==> src/rtl/odt_dyn_pkg.sv <==
`timescale 1ns/1ps
package odt_dyn_pkg;
   localparam int TERM_W = 3;
   typedef logic [TERM_W-1:0] term_t;

   typedef enum logic [1:0] {
      BANK_MR0 = 2'b00,
      BANK_NOM = 2'b01,
      BANK_WRT = 2'b10,
      BANK_MR3 = 2'b11
   } mr_bank_e;

   // write field into the shared 3-bit code space; 00 stays off
   function automatic term_t map_wr(input logic [1:0] f);
      return {f == 2'b11, f == 2'b10, f == 2'b01};
   endfunction
endpackage

==> src/rtl/odt_mr_regs.sv <==
`timescale 1ns/1ps
module odt_mr_regs
   import odt_dyn_pkg::*;
#(
   parameter int ADDR_W = 14,
   parameter int D_ON   = 18,
   parameter int D_OFF  = 19
) (
   input  logic              clk,
   input  logic              rst,
   input  logic              mr_wr,
   input  logic [1:0]        mr_ba,
   input  logic [ADDR_W-1:0] mr_addr,
   output term_t             nom_code,
   output logic [1:0]        wr_field,
   output logic              wl_on,
   output logic              dll_off,
   output logic              unsure
);
   localparam int DMAX  = (D_ON > D_OFF) ? D_ON : D_OFF;
   localparam int CNT_W = $clog2(DMAX + 1);

   logic [CNT_W-1:0] pcnt;
   term_t            pend_nom;
   logic             pend_wl;
   logic             pend_dll;
   term_t            new_nom;
   logic             wr_nom_bank;
   logic             wr_wrt_bank;
   logic             unused_bits;

   assign new_nom     = {mr_addr[9], mr_addr[6], mr_addr[2]};
   assign wr_nom_bank = mr_wr && (mr_ba == BANK_NOM);
   assign wr_wrt_bank = mr_wr && (mr_ba == BANK_WRT);
   assign unused_bits = ^{mr_addr[ADDR_W-1:11], mr_addr[8], mr_addr[5:3], mr_addr[1]};

   always_ff @(posedge clk) begin
      if (rst) begin
         pcnt     <= '0;
         pend_nom <= '0;
         pend_wl  <= 1'b0;
         pend_dll <= 1'b0;
         nom_code <= '0;
         wl_on    <= 1'b0;
         dll_off  <= 1'b0;
         wr_field <= 2'b00;
      end else begin
         if (wr_wrt_bank)
            wr_field <= mr_addr[10:9];
         if (wr_nom_bank) begin
            pend_nom <= new_nom;
            pend_wl  <= mr_addr[7];
            pend_dll <= mr_addr[0];
            pcnt     <= (new_nom != '0) ? CNT_W'(D_ON) : CNT_W'(D_OFF);
         end else if (pcnt != '0) begin
            pcnt <= pcnt - 1'b1;
            if (pcnt == CNT_W'(1)) begin
               nom_code <= pend_nom;
               wl_on    <= pend_wl;
               dll_off  <= pend_dll;
            end
         end
      end
   end

   assign unsure = (pcnt != '0);
endmodule

==> src/rtl/odt_wr_track.sv <==
`timescale 1ns/1ps
module odt_wr_track #(
   parameter int WIN = 10
) (
   input  logic clk,
   input  logic rst,
   input  logic wr_cmd,
   output logic wr_act
);
   localparam int CW = $clog2(WIN + 1);

   logic [CW-1:0] cnt;

   always_ff @(posedge clk) begin
      if (rst)
         cnt <= '0;
      else if (wr_cmd)
         cnt <= CW'(WIN);
      else if (cnt != '0)
         cnt <= cnt - 1'b1;
   end

   assign wr_act = (cnt != '0);
endmodule

==> src/rtl/odt_term_mux.sv <==
`timescale 1ns/1ps
module odt_term_mux
   import odt_dyn_pkg::*;
(
   input  logic       odt,
   input  logic       wr_act,
   input  term_t      nom_code,
   input  logic [1:0] wr_field,
   input  logic       wl_on,
   input  logic       dll_off,
   output term_t      dq_n,
   output term_t      dqs_n
);
   logic [1:0] wr_eff;

   assign wr_eff = (dll_off || wl_on) ? 2'b00 : wr_field;

   always_comb begin
      if (!odt) begin
         dq_n  = '0;
         dqs_n = '0;
      end else if (wl_on) begin
         dq_n  = '0;
         dqs_n = nom_code;
      end else if (wr_act && (wr_eff != 2'b00)) begin
         dq_n  = map_wr(wr_eff);
         dqs_n = map_wr(wr_eff);
      end else begin
         dq_n  = nom_code;
         dqs_n = nom_code;
      end
   end
endmodule

==> src/rtl/odt_dyn_term.sv <==
`timescale 1ns/1ps
module odt_dyn_term
   import odt_dyn_pkg::*;
#(
   parameter int ADDR_W    = 14,
   parameter int CWL       = 5,
   parameter int BURST_LEN = 8,
   parameter int ODTL_ON   = 4,
   parameter int ODTL_OFF  = 4,
   parameter int T_AON     = 1,
   parameter int T_AOF     = 2,
   parameter int T_MOD     = 12,
   parameter bit REG_OUT   = 1'b0
) (
   input  logic              clk,
   input  logic              rst,
   input  logic              mr_wr,
   input  logic [1:0]        mr_ba,
   input  logic [ADDR_W-1:0] mr_addr,
   input  logic              odt,
   input  logic              wr_cmd,
   output logic [2:0]        dq_term,
   output logic [2:0]        dqs_term,
   output logic              term_unsure
);
   localparam int WIN   = CWL + BURST_LEN / 2 + 1;
   localparam int D_ON  = ODTL_ON + T_AON + T_MOD + 1;
   localparam int D_OFF = ODTL_OFF + T_AOF + T_MOD + 1;

   generate
      if (!(BURST_LEN == 4 || BURST_LEN == 8)) begin : g_bad_bl
         $error("odt_dyn_term: BURST_LEN must be 4 or 8");
      end
      if (ADDR_W < 12) begin : g_bad_aw
         $error("odt_dyn_term: ADDR_W must be at least 12");
      end
      if (CWL < 1) begin : g_bad_cwl
         $error("odt_dyn_term: CWL must be positive");
      end
   endgenerate

   term_t      nom_code;
   logic [1:0] wr_field;
   logic       wl_on;
   logic       dll_off;
   logic       wr_act;
   term_t      dq_n;
   term_t      dqs_n;

   odt_mr_regs #(
      .ADDR_W (ADDR_W),
      .D_ON   (D_ON),
      .D_OFF  (D_OFF)
   ) u_regs (
      .clk      (clk),
      .rst      (rst),
      .mr_wr    (mr_wr),
      .mr_ba    (mr_ba),
      .mr_addr  (mr_addr),
      .nom_code (nom_code),
      .wr_field (wr_field),
      .wl_on    (wl_on),
      .dll_off  (dll_off),
      .unsure   (term_unsure)
   );

   odt_wr_track #(
      .WIN (WIN)
   ) u_track (
      .clk    (clk),
      .rst    (rst),
      .wr_cmd (wr_cmd),
      .wr_act (wr_act)
   );

   odt_term_mux u_mux (
      .odt      (odt),
      .wr_act   (wr_act),
      .nom_code (nom_code),
      .wr_field (wr_field),
      .wl_on    (wl_on),
      .dll_off  (dll_off),
      .dq_n     (dq_n),
      .dqs_n    (dqs_n)
   );

   generate
      if (REG_OUT) begin : g_reg_out
         always_ff @(posedge clk) begin
            if (rst) begin
               dq_term  <= '0;
               dqs_term <= '0;
            end else begin
               dq_term  <= dq_n;
               dqs_term <= dqs_n;
            end
         end
      end else begin : g_comb_out
         assign dq_term  = dq_n;
         assign dqs_term = dqs_n;
      end
   endgenerate
endmodule

==> config.mk <==
export PLATFORM = sky130hd
export DESIGN_NAME = odt_dyn_term
export DESIGN_NICKNAME = d
export VERILOG_FILES = /design/src/rtl/odt_dyn_pkg.sv /design/src/rtl/odt_mr_regs.sv /design/src/rtl/odt_wr_track.sv /design/src/rtl/odt_term_mux.sv /design/src/rtl/odt_dyn_term.sv
export SDC_FILE = /design/constraint.sdc
export NUM_CORES = 1
export LEC_CHECK = 0
export CAP_MARGIN = 20
export CELL_PAD_IN_SITES_DETAIL_PLACEMENT = 1
export CELL_PAD_IN_SITES_GLOBAL_PLACEMENT = 1
export CORE_UTILIZATION = 31
export DETAILED_ROUTE_END_ITERATION = 8
export GPL_ROUTABILITY_DRIVEN = 0
export PLACE_DENSITY = 0.75
export SKIP_LAST_GASP = 1
export SLEW_MARGIN = 20
export SYNTH_ARGS = -nofsm -noshare
export SYNTH_HDL_FRONTEND = slang
export SYNTH_SLANG_ARGS = --single-unit
==> constraint.sdc <==
create_clock -name clk -period 1.45 [get_ports clk]
set_input_delay 0.29 -clock clk [delete_from_list [all_inputs] [get_ports clk]]
set_output_delay 0.29 -clock clk [all_outputs]
set_load 0.01 [all_outputs]
==> summary.md <==
| Metric | Value |
|---|---|
| Status | `complete, but fails checks` |
| Violations in the final reports | `setup timing` |
| Post-synth top cells | `sky130_fd_sc_hd__dfxtp_1, sky130_fd_sc_hd__mux2i_1, sky130_fd_sc_hd__nand2b_1, sky130_fd_sc_hd__nor2_1, sky130_fd_sc_hd__a21oi_1` |
| Element type at the critical path start | `flip-flop` |
| Clock period minus final worst setup slack | `2.07 ns` |
| Antenna Violating Nets Remaining | `0` |
| Initial antenna violation count | `0` |
| Overall Global Routing Usage | `0.197` |
| Sequential area share after synthesis | `0.405` |
| TritonCTS sink count | `21` |
| Ys async rst share | `0` |
| Number of buffers inserted during clock tree synthesis | `3` |
| Finish-stage setup viols | `13` |
| Most area-hungry cell type in the Yosys netlist | `sky130_fd_sc_hd__dfxtp_1` |
| Synth area leaders | `sky130_fd_sc_hd__dfxtp_1, sky130_fd_sc_hd__mux2i_1, sky130_fd_sc_hd__nand2b_1` |
| Clock latency of the later-clocked register in the worst-skew pair | `0.30 ns` |
| Avg Cell Area, Syn | `9.43 um^2` |
| Max frequency | `0.482 GHz` |
| Die Y-Extent | `59.8 um` |
| Via count | `997` |
| Worst voltage drop across the vdd grid | `583 uV` |
| Final worst hold slack | `0.484 ns` |
| Count of distinct cell types in the synthesized netlist | `32` |
| Data arrival time of the worst path | `1.78 ns` |
| I/O pin cnt | `28` |
| Count of final max-slew check failures | `0` |
| Cell with the most instances after synthesis | `sky130_fd_sc_hd__dfxtp_1` |
| First-pass GRT wire length | `5.21 mm` |
| Number of register bits inferred by synthesis | `21` |
| Netlist Area Pre-Place | `1040 um^2` |
| Clock root cell | `sky130_fd_sc_hd__clkbuf_4` |
| Net count after synthesis | `133` |
| Path class of the lowest-slack min-delay path | `reg2reg` |
| Fin crit share | `1.43` |
| Total die area | `3580 um^2` |
| Via density per instance | `4.94` |
| IO Port Bufs | `19` |
| Number of nets in the layout | `182` |
| Overall routed net length | `3.18 mm` |
| Yosys warning count | `0` |
| Number of H-tree levels | `1` |
| Most used flip-flop cell after synthesis | `sky130_fd_sc_hd__dfxtp_1` |
| Width of the chip | `59.8 um` |
| Setup repair after global routing missed its margin | `yes` |
| Synthesized instance count | `110` |
| Fin Setup TNS | `-4.16 ns` |
| Setup skew after layout | `0.00349 ns` |
| Area of the placeable core | `3100 um^2` |
| Detailed-route wire length per cell | `15.7 um` |
| Detailed-router iteration count before antenna repair | `4` |
| Maximum count of clock buffers along a single path | `2` |
| Required time reported for the critical path endpoint | `1.16 ns` |
| Initial Util | `0.334` |
| Inserted Diodes | `0` |
| Transition time at the pin with the least slew margin | `0.257 ns` |
| Number of global-route vias before repair | `1114` |
| Final Hold Vio Count | `0` |
| Largest net degree at the start of global routing | `16` |
| Post-synth EDFFs | `0` |
| Kind of critical path | `reg2out` |
| Clock tree from TritonCTS | `yes` |
| Min setup slack post-route | `-0.625 ns` |
| Final cell utilization of the core | `0.521` |
| Static Leakage | `0.000690 uW` |
| Clock input transition at the sequential cells of the worst setup and hold paths | `0.12 ns` |
| Share of post-route cells with drive strength above 1 | `0.399` |
| Yosys top cell area share | `0.405` |
| Max Cap Viol | `0` |
| Endpoint type of the worst setup path | `output port` |
| Rel. slew slack | `0.828` |
| Hold_buf cts | `0` |
| Cell Pwr Density | `1290 nW/um^2` |
| Layout filler cell count | `373` |
| Number of violations reported at the end of detailed-routing iteration 0 | `26` |
| CP max FO | `6` |
| Congestion Overflow GR | `0` |
| Growth of design area from synthesis to finish | `55.9%` |
| Number of cell rows | `20` |
| Placed inst area | `1490 um^2` |
| Residual DRC | `0` |
| Final HPWL DP | `2.07 mm` |
| Post-route cell area | `1620 um^2` |
registers in the layout, summed over array words and instances, names as in the netlist:
| name | flops |
|---|---|
| u_regs.nom_code | 3 |
| u_regs.wr_field | 2 |
| u_regs.pend_wl | 1 |
| u_regs.dll_off | 1 |
| u_regs.pend_nom | 3 |
| u_regs.pcnt | 5 |
| u_regs.pend_dll | 1 |
| u_regs.wl_on | 1 |
| u_track.cnt | 4 |
cell families after synthesis:
kind of cell	after synthesis	share of synthesized area
buffers and inverters	8	0.0314
adders and majority gates	2	0.0241
muxes	15	0.146
and+or+nand+nor	48	0.296
DFF	21	0.405
xor gates and xnor gates	1	0.00845
AOI/OAI and AO/OA	15	0.0893
power breakdown:
part           internal, uW  switching (uW)  leakage, uW
Combinational           644             453     0.000500
Clock                   103             185    0.0000177
Sequential              647            56.9     0.000172
Total                  1390             696     0.000690
through the flow:
stage | power (uW) | instances | setup WS (ns)
2_1_floorplan | 1130 | 110 | -0.144
4_1_cts | 1890 | 199 | -0.627
3_3_place_gp | 1440 | 191 | -0.635
3_5_place_dp | 1490 | 191 | -0.659
6_report | 2090 | 202 | -0.625
5_1_grt | 2220 | 202 | -0.718
routing by layer:
| layer | up-vias | global-route usage | part of all wire |
|---|---|---|---|
| met5 | - | 0 | 0 |
| met4 | 0 | 0.0598 | 0.0082 |
| met3 | 4 | 0.0238 | 0.031 |
| met2 | 29 | 0.363 | 0.53 |
| met1 | 474 | 0.234 | 0.43 |
| li1 | 490 | - | - |
layout by cell type, fill, tap and decap left out, types with 2 or more instances in the layout:
cell / n
sky130_fd_sc_hd__buf_2: 7
sky130_fd_sc_hd__clkbuf_4: 3
sky130_fd_sc_hd__clkdlybuf4s50_1: 12
sky130_fd_sc_hd__nand2b_1: 12
sky130_fd_sc_hd__inv_2: 2
sky130_fd_sc_hd__dfxtp_1: 18
sky130_fd_sc_hd__nand2_1: 3
sky130_fd_sc_hd__nor3_1: 2
sky130_fd_sc_hd__inv_1: 2
sky130_fd_sc_hd__or3_1: 2
sky130_fd_sc_hd__mux2i_1: 13
sky130_fd_sc_hd__buf_4: 25
sky130_fd_sc_hd__nor2_1: 11
sky130_fd_sc_hd__o22ai_2: 2
sky130_fd_sc_hd__a31oi_4: 2
sky130_fd_sc_hd__buf_6: 4
sky130_fd_sc_hd__a21oi_1: 5
sky130_fd_sc_hd__and3_4: 2
sky130_fd_sc_hd__nor3b_4: 2
sky130_fd_sc_hd__nand3b_1: 3
sky130_fd_sc_hd__dfxtp_2: 3
final timing paths:
check,slack (ns),endpoint,startpoint,depth (start not counted)
min,0.48,u_regs.nom_code[0],u_regs.pend_nom[0],2
max,-0.62,dq_term[0],u_track.cnt[3],5
min reg2reg,0.48,u_regs.nom_code[0],u_regs.pend_nom[0],2
max reg2reg,-0.14,u_regs.nom_code[2],u_regs.pcnt[0],8
worst max-delay path: stages, from the launching register on:
cell	delay (ns)
sky130_fd_sc_hd__dfxtp_2	0.34
sky130_fd_sc_hd__or4_4	0.60
sky130_fd_sc_hd__a31oi_4	0.22
sky130_fd_sc_hd__buf_4	0.15
sky130_fd_sc_hd__nor3_4	0.04
sky130_fd_sc_hd__buf_2	0.14
final cells by class:
class / instances / area [um^2] / share of cell area
clock buffers: 3 / 22.5 / 0.0139
clock inverters: 1 / 5.00 / 0.00310
inverters: 4 / 15.0 / 0.00929
multi-input cells: 81 / 707 / 0.437
flip-flops and latches: 21 / 424 / 0.262
well taps: 44 / 55.1 / 0.0341
repair buffers: 48 / 388 / 0.240
what timing repair did:
action / 4_1_cts / 5_1_grt
gates resized for setup: 40 / 6
buffers inserted: 4 / 3
pin swaps: 7 / 5
endpoints found under the setup margin: 13 / 15
(Power assumes the default switching activity.)
